--- config.mk ---
export PLATFORM = sky130hd
export DESIGN_NAME = agc_gain_requant
export DESIGN_NICKNAME = d
export VERILOG_FILES = /design/src/rtl/agc_gain_pkg.sv /design/src/rtl/agc_mant_lut.sv /design/src/rtl/agc_gain_select.sv /design/src/rtl/agc_lane.sv /design/src/rtl/agc_gain_requant.sv
export SDC_FILE = /design/constraint.sdc
export NUM_CORES = 2
export LEC_CHECK = 0
export BUFFER_PORTS_ARGS = -buffer_cell sky130_fd_sc_hd__buf_4
export CORE_ASPECT_RATIO = 1.25
export CORE_UTILIZATION = 24
export CTS_BUF_LIST = sky130_fd_sc_hd__clkbuf_8
export CTS_CLUSTER_DIAMETER = 50
export CTS_CLUSTER_SIZE = 14
export DETAILED_ROUTE_END_ITERATION = 8
export GPL_ROUTABILITY_DRIVEN = 0
export GPL_TIMING_DRIVEN = 0
export SKIP_CTS_REPAIR_TIMING = 1
export SLEW_MARGIN = 30
export SYNTH_ARGS = -nofsm -noshare
export SYNTH_HDL_FRONTEND = slang
export SYNTH_SLANG_ARGS = --single-unit
--- constraint.sdc ---
create_clock -name clk -period 15.55 [get_ports clk]
set_input_delay 1.555 -clock clk [delete_from_list [all_inputs] [get_ports clk]]
set_output_delay 1.555 -clock clk [all_outputs]
set_load 0.01 [all_outputs]
--- src/rtl/agc_gain_pkg.sv ---
package agc_gain_pkg;

    localparam int AGC_IN_W     = 16;
    localparam int AGC_EXP_W    = 4;
    localparam int AGC_MANT_W   = 8;
    localparam int AGC_LUT_FRAC = 10;
    localparam int AGC_SCALED_W = 19;
    localparam int AGC_OUT_W    = 16;

    // Output width code, decoded by width_of.
    typedef logic [2:0] wsel_t;

    // Output width selected by a width code (non-uniform set).
    function automatic int width_of(input wsel_t code);
        case (code)
            3'd0:    return 4;
            3'd1:    return 5;
            3'd2:    return 6;
            3'd3:    return 7;
            3'd4:    return 8;
            3'd5:    return 10;
            3'd6:    return 12;
            default: return 16;
        endcase
    endfunction

    // Integer square root, bit by bit, used only while building constants.
    function automatic logic [127:0] fx_isqrt(input logic [127:0] v);
        logic [127:0] rem;
        logic [127:0] res;
        logic [127:0] one;
        rem = v;
        res = '0;
        one = 128'd1 << 126;
        for (int k = 0; k < 64; k++) begin
            if (rem >= res + one) begin
                rem = rem - (res + one);
                res = (res >> 1) + one;
            end else begin
                res = res >> 1;
            end
            one = one >> 2;
        end
        return res;
    endfunction

endpackage

--- src/rtl/agc_mant_lut.sv ---
// Fine gain table: entry m holds round(2^(m/2^MANT_W) * 2^FRAC_W).
// Built at elaboration from repeated square roots of two.
module agc_mant_lut #(
    parameter int MANT_W = agc_gain_pkg::AGC_MANT_W,
    parameter int FRAC_W = agc_gain_pkg::AGC_LUT_FRAC
) (
    input  logic [MANT_W-1:0] mant,
    output logic [FRAC_W:0]   mult
);

    localparam int N  = 1 << MANT_W;
    localparam int EW = FRAC_W + 1;
    localparam int FX = 40;

    function automatic logic [N*EW-1:0] build_table();
        logic [127:0] roots [MANT_W];
        logic [127:0] r;
        logic [127:0] acc;
        logic [N*EW-1:0] t;
        t = '0;
        r = 128'd2 << FX;
        // roots[b] = 2^(2^b / N) in FX-bit fixed point
        for (int k = MANT_W - 1; k >= 0; k--) begin
            r = agc_gain_pkg::fx_isqrt(r << FX);
            roots[k] = r;
        end
        for (int m = 0; m < N; m++) begin
            acc = 128'd1 << FX;
            for (int b = 0; b < MANT_W; b++) begin
                if (m[b]) acc = (acc * roots[b]) >> FX;
            end
            acc = (acc + (128'd1 << (FX - FRAC_W - 1))) >> (FX - FRAC_W);
            t[m*EW +: EW] = acc[EW-1:0];
        end
        return t;
    endfunction

    localparam logic [N*EW-1:0] TABLE = build_table();

    always_comb begin
        mult = TABLE[int'(mant)*EW +: EW];
    end

endmodule

--- src/rtl/agc_gain_select.sv ---
// Holds the loop gain; the startup word is used until the first load.
module agc_gain_select #(
    parameter int GAIN_W = agc_gain_pkg::AGC_EXP_W + agc_gain_pkg::AGC_MANT_W
) (
    input  logic              clk,
    input  logic              rst_n,
    input  logic              load,
    input  logic [GAIN_W-1:0] word,
    input  logic [GAIN_W-1:0] init_word,
    output logic [GAIN_W-1:0] active
);

    typedef struct packed {
        logic              loaded;
        logic [GAIN_W-1:0] held;
    } sel_st_t;

    sel_st_t st_q, st_d;

    always_comb begin
        st_d = st_q;
        if (load) begin
            st_d.loaded = 1'b1;
            st_d.held   = word;
        end
    end

    always_ff @(posedge clk or negedge rst_n) begin
        if (!rst_n) st_q <= '0;
        else        st_q <= st_d;
    end

    assign active = st_q.loaded ? st_q.held : init_word;

endmodule

--- src/rtl/agc_lane.sv ---
// One lane: sample register, fine multiply plus coarse shift, 19-bit
// saturation, then clipping to the selected width with residue.
module agc_lane
    import agc_gain_pkg::*;
#(
    parameter int IN_W     = AGC_IN_W,
    parameter int EXP_W    = AGC_EXP_W,
    parameter int FRAC_W   = AGC_LUT_FRAC,
    parameter int SCALED_W = AGC_SCALED_W,
    parameter int OUT_W    = AGC_OUT_W
) (
    input  logic                       clk,
    input  logic                       rst_n,
    input  logic                       in_valid,
    input  logic signed [IN_W-1:0]     in_x,
    input  logic                       s1_valid,
    input  logic [FRAC_W:0]            s1_mult,
    input  logic [EXP_W-1:0]           s1_exp,
    input  logic                       s2_valid,
    input  wsel_t                      s2_wsel,
    output logic signed [SCALED_W-1:0] scaled,
    output logic signed [OUT_W-1:0]    req,
    output logic signed [SCALED_W-1:0] err
);

    localparam int LUT_W   = FRAC_W + 1;
    localparam int PROD_W  = IN_W + LUT_W + 1;
    localparam int SHIFT_W = PROD_W + (1 << EXP_W) - 1;

    localparam logic signed [SHIFT_W-1:0] SC_HI =
        {{(SHIFT_W - SCALED_W + 1){1'b0}}, {(SCALED_W - 1){1'b1}}};
    localparam logic signed [SHIFT_W-1:0] SC_LO =
        {{(SHIFT_W - SCALED_W + 1){1'b1}}, {(SCALED_W - 1){1'b0}}};

    typedef struct packed {
        logic [IN_W-1:0]     x1;
        logic [SCALED_W-1:0] sc2;
        logic [SCALED_W-1:0] sc3;
        logic [OUT_W-1:0]    rq3;
        logic [SCALED_W-1:0] er3;
    } lane_st_t;

    lane_st_t st_q, st_d;

    logic signed [PROD_W-1:0]   prod;
    logic signed [SHIFT_W-1:0]  shifted;
    logic signed [SCALED_W-1:0] sat_val;
    logic signed [SCALED_W-1:0] lim_hi;
    logic signed [SCALED_W-1:0] lim_lo;
    logic signed [SCALED_W-1:0] clip;

    always_comb begin
        st_d = st_q;

        // stage 2: fine multiply, coarse shift, drop fraction, saturate
        prod    = PROD_W'($signed(st_q.x1)) * PROD_W'($signed({1'b0, s1_mult}));
        shifted = SHIFT_W'(prod) <<< s1_exp;
        shifted = shifted >>> FRAC_W;
        if (shifted > SC_HI)      sat_val = SC_HI[SCALED_W-1:0];
        else if (shifted < SC_LO) sat_val = SC_LO[SCALED_W-1:0];
        else                      sat_val = shifted[SCALED_W-1:0];

        // stage 3: clip to the selected width, keep the residue
        lim_hi = SCALED_W'((1 << (width_of(s2_wsel) - 1)) - 1);
        lim_lo = ~lim_hi;
        if ($signed(st_q.sc2) > lim_hi)      clip = lim_hi;
        else if ($signed(st_q.sc2) < lim_lo) clip = lim_lo;
        else                                 clip = $signed(st_q.sc2);

        if (in_valid) st_d.x1 = in_x;
        if (s1_valid) st_d.sc2 = sat_val;
        if (s2_valid) begin
            st_d.sc3 = st_q.sc2;
            st_d.rq3 = OUT_W'(clip);
            st_d.er3 = $signed(st_q.sc2) - clip;
        end
    end

    always_ff @(posedge clk or negedge rst_n) begin
        if (!rst_n) st_q <= '0;
        else        st_q <= st_d;
    end

    assign scaled = $signed(st_q.sc3);
    assign req    = $signed(st_q.rq3);
    assign err    = $signed(st_q.er3);

endmodule

--- src/rtl/agc_gain_requant.sv ---
module agc_gain_requant
    import agc_gain_pkg::*;
#(
    parameter int IN_W     = AGC_IN_W,
    parameter int EXP_W    = AGC_EXP_W,
    parameter int MANT_W   = AGC_MANT_W,
    parameter int FRAC_W   = AGC_LUT_FRAC,
    parameter int SCALED_W = AGC_SCALED_W,
    parameter int OUT_W    = AGC_OUT_W
) (
    input  logic                       clk,
    input  logic                       rst_n,
    input  logic                       in_valid,
    input  logic signed [IN_W-1:0]     in_i,
    input  logic signed [IN_W-1:0]     in_q,
    input  logic                       gain_load,
    input  logic [EXP_W+MANT_W-1:0]    gain_word,
    input  logic [EXP_W+MANT_W-1:0]    init_gain,
    input  logic [2:0]                 width_sel,
    output logic                       out_valid,
    output logic signed [SCALED_W-1:0] scaled_i,
    output logic signed [SCALED_W-1:0] scaled_q,
    output logic signed [OUT_W-1:0]    req_i,
    output logic signed [OUT_W-1:0]    req_q,
    output logic signed [SCALED_W-1:0] err_i,
    output logic signed [SCALED_W-1:0] err_q
);

    localparam int GAIN_W = EXP_W + MANT_W;
    localparam int LUT_W  = FRAC_W + 1;
    localparam int LANES  = 2;

    typedef struct packed {
        logic             v1;
        logic             v2;
        logic             v3;
        logic [LUT_W-1:0] mult1;
        logic [EXP_W-1:0] exp1;
        wsel_t            wsel1;
        wsel_t            wsel2;
    } top_st_t;

    top_st_t st_q, st_d;

    logic [GAIN_W-1:0] eff_gain;
    logic [LUT_W-1:0]  lut_mult;

    agc_gain_select #(.GAIN_W(GAIN_W)) u_sel (
        .clk       (clk),
        .rst_n     (rst_n),
        .load      (gain_load),
        .word      (gain_word),
        .init_word (init_gain),
        .active    (eff_gain)
    );

    agc_mant_lut #(.MANT_W(MANT_W), .FRAC_W(FRAC_W)) u_lut (
        .mant (eff_gain[MANT_W-1:0]),
        .mult (lut_mult)
    );

    // stage 1: one gain snapshot per sample, shared by both lanes
    always_comb begin
        st_d    = st_q;
        st_d.v1 = in_valid;
        st_d.v2 = st_q.v1;
        st_d.v3 = st_q.v2;
        if (in_valid) begin
            st_d.mult1 = lut_mult;
            st_d.exp1  = eff_gain[GAIN_W-1 -: EXP_W];
            st_d.wsel1 = width_sel;
        end
        if (st_q.v1) st_d.wsel2 = st_q.wsel1;
    end

    always_ff @(posedge clk or negedge rst_n) begin
        if (!rst_n) st_q <= '0;
        else        st_q <= st_d;
    end

    logic signed [IN_W-1:0]     lane_in     [LANES];
    logic signed [SCALED_W-1:0] lane_scaled [LANES];
    logic signed [OUT_W-1:0]    lane_req    [LANES];
    logic signed [SCALED_W-1:0] lane_err    [LANES];

    assign lane_in[0] = in_i;
    assign lane_in[1] = in_q;

    for (genvar l = 0; l < LANES; l++) begin : g_lane
        agc_lane #(
            .IN_W     (IN_W),
            .EXP_W    (EXP_W),
            .FRAC_W   (FRAC_W),
            .SCALED_W (SCALED_W),
            .OUT_W    (OUT_W)
        ) u_lane (
            .clk      (clk),
            .rst_n    (rst_n),
            .in_valid (in_valid),
            .in_x     (lane_in[l]),
            .s1_valid (st_q.v1),
            .s1_mult  (st_q.mult1),
            .s1_exp   (st_q.exp1),
            .s2_valid (st_q.v2),
            .s2_wsel  (st_q.wsel2),
            .scaled   (lane_scaled[l]),
            .req      (lane_req[l]),
            .err      (lane_err[l])
        );
    end

    assign out_valid = st_q.v3;
    assign scaled_i  = lane_scaled[0];
    assign scaled_q  = lane_scaled[1];
    assign req_i     = lane_req[0];
    assign req_q     = lane_req[1];
    assign err_i     = lane_err[0];
    assign err_q     = lane_err[1];

endmodule

# Word level (Yosys, flattened, before mapping)
# Cells that the tools add are included.
[totals] output_inout_bits=109 word_cells=56 register_bits=215
[op_classes] bitwise=1 n_reduce_logical=1 n_addsub=4 mul=3 eq_ne=6 n_lt_le_gt_ge=8 n_shift=4 n_mux=10
[ops] operator="$shiftx 2816x32->11 const A" count=1
[ops] operator="$mux 19" count=8
[ops] operator="$sshl 28x4->43" count=2
[ops] operator="$gt 33x19->1 const B" count=2
[ops] operator="$lt 33x19->1 const B" count=2
[ops] operator="$mul 16x12->28" count=2
[ops] operator="$gt 19x19->1" count=2
[ops] operator="$lt 19x19->1" count=2
[ops] operator="$sub 19x19->19" count=2
[ops] operator="$pmux 5 s7" count=1
[ops] operator="$shl 1x32->19 const A" count=1
[ops] operator="$sub 32x2->32 const B" count=1
[ops] operator="$not 19->19" count=1
[ops] operator="$sub 19x2->19 const B" count=1
[ops] operator="$mul 8x4->12 const B" count=1
[ops] operator="$mux 12" count=1
[ops] operator="$eq 3x3->1 const B" count=3
[ops] operator="$eq 3x2->1 const B" count=2
[ops] operator="$eq 3x1->1 const B" count=1
[ops] operator="$logic_not 3->1" count=1

# Depth between registers and ports, before layout
[logic_depth] ltp_word=10 ltp_mapped=46 ltp_nobuf=40

# Cells and area by module
# From an unflattened synthesis, not the netlist that was laid out.
[unflattened] hier_cells=4004 area_unflattened_um2=33988.8
[by_module_without_submodules] module="agc_lane at g_lane[0].u_lane" seq_area_each_um2=2227.1 area_each_um2=14895.5 instances=1 cells_each=1776
[by_module_without_submodules] module="agc_lane at g_lane[1].u_lane" seq_area_each_um2=2227.1 area_each_um2=14818.0 instances=1 cells_each=1743
[by_module_without_submodules] module="agc_mant_lut" seq_area_each_um2=0.0 area_each_um2=2677.6 instances=1 cells_each=398
[by_module_without_submodules] module="agc_gain_requant" seq_area_each_um2=600.6 area_each_um2=905.9 instances=1 cells_each=47
[by_module_without_submodules] module="agc_gain_select" seq_area_each_um2=325.3 area_each_um2=691.9 instances=1 cells_each=40

# Worst setup path before layout
# Ideal clock, no wire load.
[synth_timing] kind="reg-to-reg" startpoint="register st_q[0] (netlist bit)" endpoint="register g_lane[0].u_lane.st_q (netlist bit g_lane[0].u_lane.err[14])" arrival_time_ns=8.741 stages_incl_launch_ff=42 t_required_ns=15.425 period_less_slack_ns=8.866 slack_ns=6.684 cell_sequence="dfrtp_1 > clkbuf_1 > clkbuf_1 > nand2_1 > ha_1 > buf_2 > inv_1 > clkbuf_1 > nor2_1 > ha_1 > buf_2 > nor2b_1 > o21a_1 > nand2_1 > ha_1 > nand2_1 > a21o_1 > inv_1 > [6 not listed] > a21boi_1 > nor2_1 > nand2_1 > o21ai_0 > a31oi_1 > ha_1 > inv_1 > fa_1 > a21o_1 > a2111o_1 > a41oi_1 > a31oi_1 > o41a_1 > maj3_1 > a21boi_1 > o21bai_1 > xor2_1 > mux2_2"
[synth_via] elab_chain_len=10
[synth_rtl] item="from (decl)" line_no="agc_gain_requant.sv:43" source="top_st_t st_q, st_d;"
[synth_rtl] item="from (signal assigned)" line_no="agc_gain_requant.sv:78" source="else st_q <= st_d;"
[synth_rtl] item="$eq 3x3->1, or another cell as far along" line_no="agc_gain_pkg.sv:15" source="case (code)"
[synth_rtl] item="$pmux 5 s7 (*)" line_no="agc_gain_pkg.sv:15"
[synth_rtl] item="$sub 32x2->32 (*)" line_no="agc_lane.sv:64" source="lim_hi = SCALED_W'((1 << (width_of(s2_wsel) - 1)) - 1);"
[synth_rtl] item="$shl 1x32->19 (*)" line_no="agc_lane.sv:64"
[synth_rtl] item="$sub 19x2->19 (*)" line_no="agc_lane.sv:64"
[synth_rtl] item="$not 19->19" line_no="agc_lane.sv:65" source="lim_lo = ~lim_hi;"
[synth_rtl] item="$lt 19x19->1" line_no="agc_lane.sv:67" source="else if ($signed(st_q.sc2) < lim_lo) clip = lim_lo;"
[synth_rtl] item="$mux 19" line_no="agc_lane.sv:67"
[synth_rtl] item="$mux 19 (*)" line_no="agc_lane.sv:66" source="if ($signed(st_q.sc2) > lim_hi) clip = lim_hi;"
[synth_rtl] item="via g_lane[0].u_lane.clip[0]" line_no="agc_lane.sv:50" source="logic signed [SCALED_W-1:0] clip;"
[synth_rtl] item="$sub 19x19->19 (*)" line_no="agc_lane.sv:75" source="st_d.er3 = $signed(st_q.sc2) - clip;"
[synth_rtl] item="to (signal assigned)" line_no="agc_lane.sv:81" source="else st_q <= st_d;"
[synth_rtl] item="to (decl)" line_no="agc_lane.sv:43" source="lane_st_t st_q, st_d;"
# Mark *: on every way through the listed nets, which the timed path passes. The rest lies on a longest branch.
# A chain may end at the register's enable or synchronous reset.

# Final worst setup path
# Ends and elaborated chain as after synthesis.

==> report_table.html <==
<table>
<tr><th>Metric</th><th>Value</th></tr>
<tr><th colspan="2">Routing</th></tr>
<tr><td>Post-detailed-route wirelength per cell</td><td>18.6 um</td></tr>
<tr><td>Final antenna-violating net count</td><td>0</td></tr>
<tr><td>Pre-Repair DR Iteration Count</td><td>7</td></tr>
<tr><td>Remaining routing DRC violations</td><td>0</td></tr>
<tr><td>Wire length reported by the detailed router</td><td>108 mm</td></tr>
<tr><td>Total vias in the final route</td><td>29049</td></tr>
<tr><td>Ratio of routed vias to standard cells</td><td>5.00</td></tr>
<tr><td>Detailed Route Iter0 Violations</td><td>2695</td></tr>
<tr><th colspan="2">Synthesis</th></tr>
<tr><td>Number of warnings printed during yosys synthesis</td><td>0</td></tr>
<tr><td>Number of distinct standard cells referenced by the synthesized netlist</td><td>108</td></tr>
<tr><td>Gate Count Post-Synth</td><td>3827</td></tr>
<tr><td>Synthesis-stage register bit count</td><td>215</td></tr>
<tr><td>Share of synthesized flip-flops with an asynchronous set or reset</td><td>1.00</td></tr>
<tr><td>Average cell area after synthesis</td><td>8.51 um2</td></tr>
<tr><td>Share of synthesized area occupied by flip-flops and latches</td><td>0.165</td></tr>
<tr><td>Cell type contributing the most total cell area after synthesis</td><td>sky130_fd_sc_hd__fa_1</td></tr>
<tr><td>Fraction of synthesized cell area taken by the top area cell type</td><td>0.199</td></tr>
<tr><td>Predominant post-synthesis flop cell</td><td>sky130_fd_sc_hd__dfrtp_1</td></tr>
<tr><td>Post-Synthesis Cell Area</td><td>32600 um2</td></tr>
<tr><td>Number of nets in the synthesized netlist</td><td>4450</td></tr>
<tr><td>Biggest area contributors in the synthesized netlist</td><td>sky130_fd_sc_hd__fa_1 (20%), sky130_fd_sc_hd__dfrtp_1 (17%), sky130_fd_sc_hd__ha_1 (9.1%)</td></tr>
<tr><td>Count of flip-flops with a built-in enable after synthesis</td><td>0</td></tr>
<tr><th colspan="2">Critical path</th></tr>
<tr><td>Slowest cell on the critical path</td><td>sky130_fd_sc_hd__nor2_1</td></tr>
<tr><td>Delay of the slowest cell on the worst path</td><td>0.84 ns</td></tr>
<tr><td>R2R depth</td><td>40</td></tr>
<tr><td>Worst setup SP type</td><td>flop</td></tr>
<tr><td>Reg2reg start</td><td>st_q[0]</td></tr>
<tr><td>CP Data Required Time</td><td>16.12 ns</td></tr>
<tr><td>CP endpoint kind</td><td>flop</td></tr>
<tr><td>Reg2Reg Setup Slack</td><td>3.58 ns</td></tr>
<tr><td>Reg-to-reg endpoint</td><td>g_lane[0].u_lane.err[14]</td></tr>
<tr><td>Critical-path maximum fanout</td><td>10</td></tr>
<tr><td>Critical path arrival</td><td>12.54 ns</td></tr>
<tr><td>Worst setup path category</td><td>flop to flop</td></tr>
<tr><th colspan="2">STA</th></tr>
<tr><td>Maximum clock frequency</td><td>83.5 MHz</td></tr>
<tr><td>Final Max Tran Viols</td><td>0</td></tr>
<tr><td>Final Hold Vio Count</td><td>0</td></tr>
<tr><td>Setup TNS after final layout</td><td>0 ns</td></tr>
<tr><td>Final period utilization</td><td>0.770</td></tr>
<tr><td>Min Tclk post-route</td><td>11.97 ns</td></tr>
<tr><td>Worst Clk Skew</td><td>0.0799 ns</td></tr>
<tr><td>Max_slew headroom</td><td>0.305</td></tr>
<tr><td>Crit path setup slack, layout</td><td>3.58 ns</td></tr>
<tr><td>RSZ-0062 raised after global routing</td><td>no</td></tr>
<tr><td>Slew at the pin closest to its max-slew limit</td><td>1.01 ns</td></tr>
<tr><td>Total of endpoints with negative setup slack in the final report</td><td>0</td></tr>
<tr><th colspan="2">Die</th></tr>
<tr><td>Num rows</td><td>150</td></tr>
<tr><td>Die boundary height</td><td>414 um</td></tr>
<tr><td>Initial cell density of the core</td><td>0.243</td></tr>
<tr><td>Die Wd</td><td>332 um</td></tr>
<tr><td>I/O pin total</td><td>172</td></tr>
<tr><td>Full die area</td><td>137000 um2</td></tr>
<tr><td>Core area</td><td>134000 um2</td></tr>
<tr><th colspan="2">CTS</th></tr>
<tr><td>Depth of the CTS H-tree</td><td>2</td></tr>
<tr><td>Maximum root-to-sink buffer count</td><td>3</td></tr>
<tr><td>Number of sinks handled by clock tree synthesis</td><td>215</td></tr>
<tr><td>Clock buffer count from CTS</td><td>36</td></tr>
<tr><td>CTS tree</td><td>built</td></tr>
<tr><td>Skew-Pair Late Insertion Delay</td><td>0.68 ns</td></tr>
<tr><td>Clock transition time at the flip-flop clock pins of the worst setup and hold paths</td><td>0.09 ns</td></tr>
<tr><td>Clock Root Buffer</td><td>sky130_fd_sc_hd__clkbuf_8</td></tr>
<tr><th colspan="2">Run</th></tr>
<tr><td>Max-capacitance violation count</td><td>0</td></tr>
<tr><th colspan="2">Hold path</th></tr>
<tr><td>Launch instance of the worst min-delay path</td><td>st_d[22]</td></tr>
<tr><td>Worst Hold End</td><td>st_d[21]</td></tr>
<tr><td>Path type of the worst min-delay path</td><td>flop to flop</td></tr>
<tr><td>Number of cells traversed by the worst hold path</td><td>0</td></tr>
<tr><th colspan="2">Placement</th></tr>
<tr><td>Setup WS pre-CTS</td><td>3.94 ns</td></tr>
<tr><td>Final HPWL from detailed placement</td><td>87.8 mm</td></tr>
<tr><td>Cell area reported after detailed placement</td><td>36100 um2</td></tr>
<tr><td>Number of input and output port buffers inserted</td><td>171</td></tr>
<tr><th colspan="2">Final layout</th></tr>
<tr><td>Relative area change from synthesis to final layout</td><td>13.4%</td></tr>
<tr><td>Cell area after layout</td><td>37000 um2</td></tr>
<tr><td>Number of nets in the finished design</td><td>4662</td></tr>
<tr><td>Commonest non-fill, non-tap cells in the layout</td><td>sky130_fd_sc_hd__inv_1 (434), sky130_fd_sc_hd__nand2_1 (403), sky130_fd_sc_hd__fa_1 (324), sky130_fd_sc_hd__buf_4 (282), sky130_fd_sc_hd__ha_1 (236)</td></tr>
<tr><td>Fraction of layout instances using a drive strength above 1</td><td>0.136</td></tr>
<tr><td>Commonest non-fill, non-tap cell in the layout</td><td>sky130_fd_sc_hd__inv_1</td></tr>
<tr><th colspan="2">Global routing</th></tr>
<tr><td>GRT Util Overall</td><td>0.154</td></tr>
<tr><td>Number of global-route vias before repair</td><td>29247</td></tr>
<tr><td>Antenna violations before repair</td><td>3</td></tr>
<tr><td>Total congestion overflow</td><td>0</td></tr>
<tr><td>First-pass GRT wire length</td><td>168 mm</td></tr>
<tr><td>Largest net degree at the start of global routing</td><td>84</td></tr>
<tr><th colspan="2">Status</th></tr>
<tr><td>Result of the run</td><td>finished clean</td></tr>
</table>
[area by class of cell]
type / count / area [um2]
diodes: 1 / 2.50
plain buffers: 353 / 1770
multi-input cells: 2819 / 23800
well taps: 1748 / 2190
fillers: 14417 / 97200
inverters: 440 / 1650
repair buffers: 174 / 1370
flip-flops and latches: 215 / 5380
clock inverters: 25 / 269
clock buffers: 39 / 537
[critical path, delay by kind of cell (launching register included)]
family	cells	cell delay (ns)
simple gates	10	3.42
compound gates	12	3.18
fa+ha+maj	7	2.21
buf+inv	9	2.14
flops	1	0.50
mux	1	0.27
xor+xnor	1	0.15
[worst max path at each step]
stage / startpoint / endpoint / slack [ns] / depth (start not counted)
global placement: st_q[0] / g_lane[0].u_lane.err[14] / 4.01 / 40
finish: st_q[0] / g_lane[0].u_lane.err[14] / 3.58 / 40
detailed placement: st_q[0] / g_lane[0].u_lane.err[14] / 3.94 / 40
CTS: st_q[0] / g_lane[0].u_lane.err[14] / 3.93 / 40
floorplan: st_q[0] / g_lane[0].u_lane.err[14] / 6.68 / 41
global route: st_q[0] / g_lane[0].u_lane.err[14] / 3.09 / 40
[metal layers]
layer / global-route usage / vias up / wire (um)
met5: 0 / - / 26
met1: 0.182 / 14067 / 42400
met4: 0.0744 / 4 / 5790
li1: - / 13332 / -
met3: 0.0232 / 351 / 7010
met2: 0.274 / 1295 / 52700
[metrics by stage]
| stage | utilization | hold slack, ns | instances |
|---|---|---|---|
| finish | 0.275 | 0.386 | 5814 |
| detailed placement | 0.269 | 0.367 | 5749 |
| CTS | 0.275 | 0.387 | 5813 |
| floorplan | - | 0.352 | 3827 |
| global placement | 0.269 | 0.360 | 5746 |
| global route | 0.275 | 0.399 | 5814 |
[logic make-up (layout without fill, tap and decap cells)]
family                   Yosys count  in the layout  share of synthesized area
multiplexers                     226            226                     0.0798
other                              0              1                          0
AND/OR/NAND/NOR                 1083           1083                      0.159
XOR/XNOR                          90             90                     0.0242
buffers and inverters            793           1031                      0.105
adder cells (fa/ha/maj)          566            566                      0.292
AO/OA/AOI/OAI                    854            854                      0.176
flip-flops                       215            215                      0.165
[cell usage after synthesis, drive strengths merged, types with 15 or more instances]
cell type / instances
nor4: 15
o21ai: 179
ha: 236
dfrtp: 215
nand3: 59
xnor2: 68
xor2: 22
inv: 436
a311oi: 16
o21a: 18
a21o: 44
clkbuf: 207
nand4: 22
mux2: 130
nor3: 60
a211oi: 55
nor2b: 18
or3: 17
fa: 324
o22ai: 17
o211ai: 60
nand2: 403
mux2i: 83
and2: 177
buf: 146
a31oi: 28
a21oi: 234
nor2: 233
o21bai: 17
[state kept, by name, summed over array words and instances (netlist names)]
register / cells
g_lane.u_lane.err: 38
g_lane.u_lane.req: 32
out_valid: 1
st_q: 21
g_lane.u_lane.st_q: 70
g_lane.u_lane.scaled: 38
u_sel.st_q: 13
st_d: 2
Power is left out: the tool's default activity adds up to more than one toggle a clock period on the data nets, which glitch-free logic cannot reach.
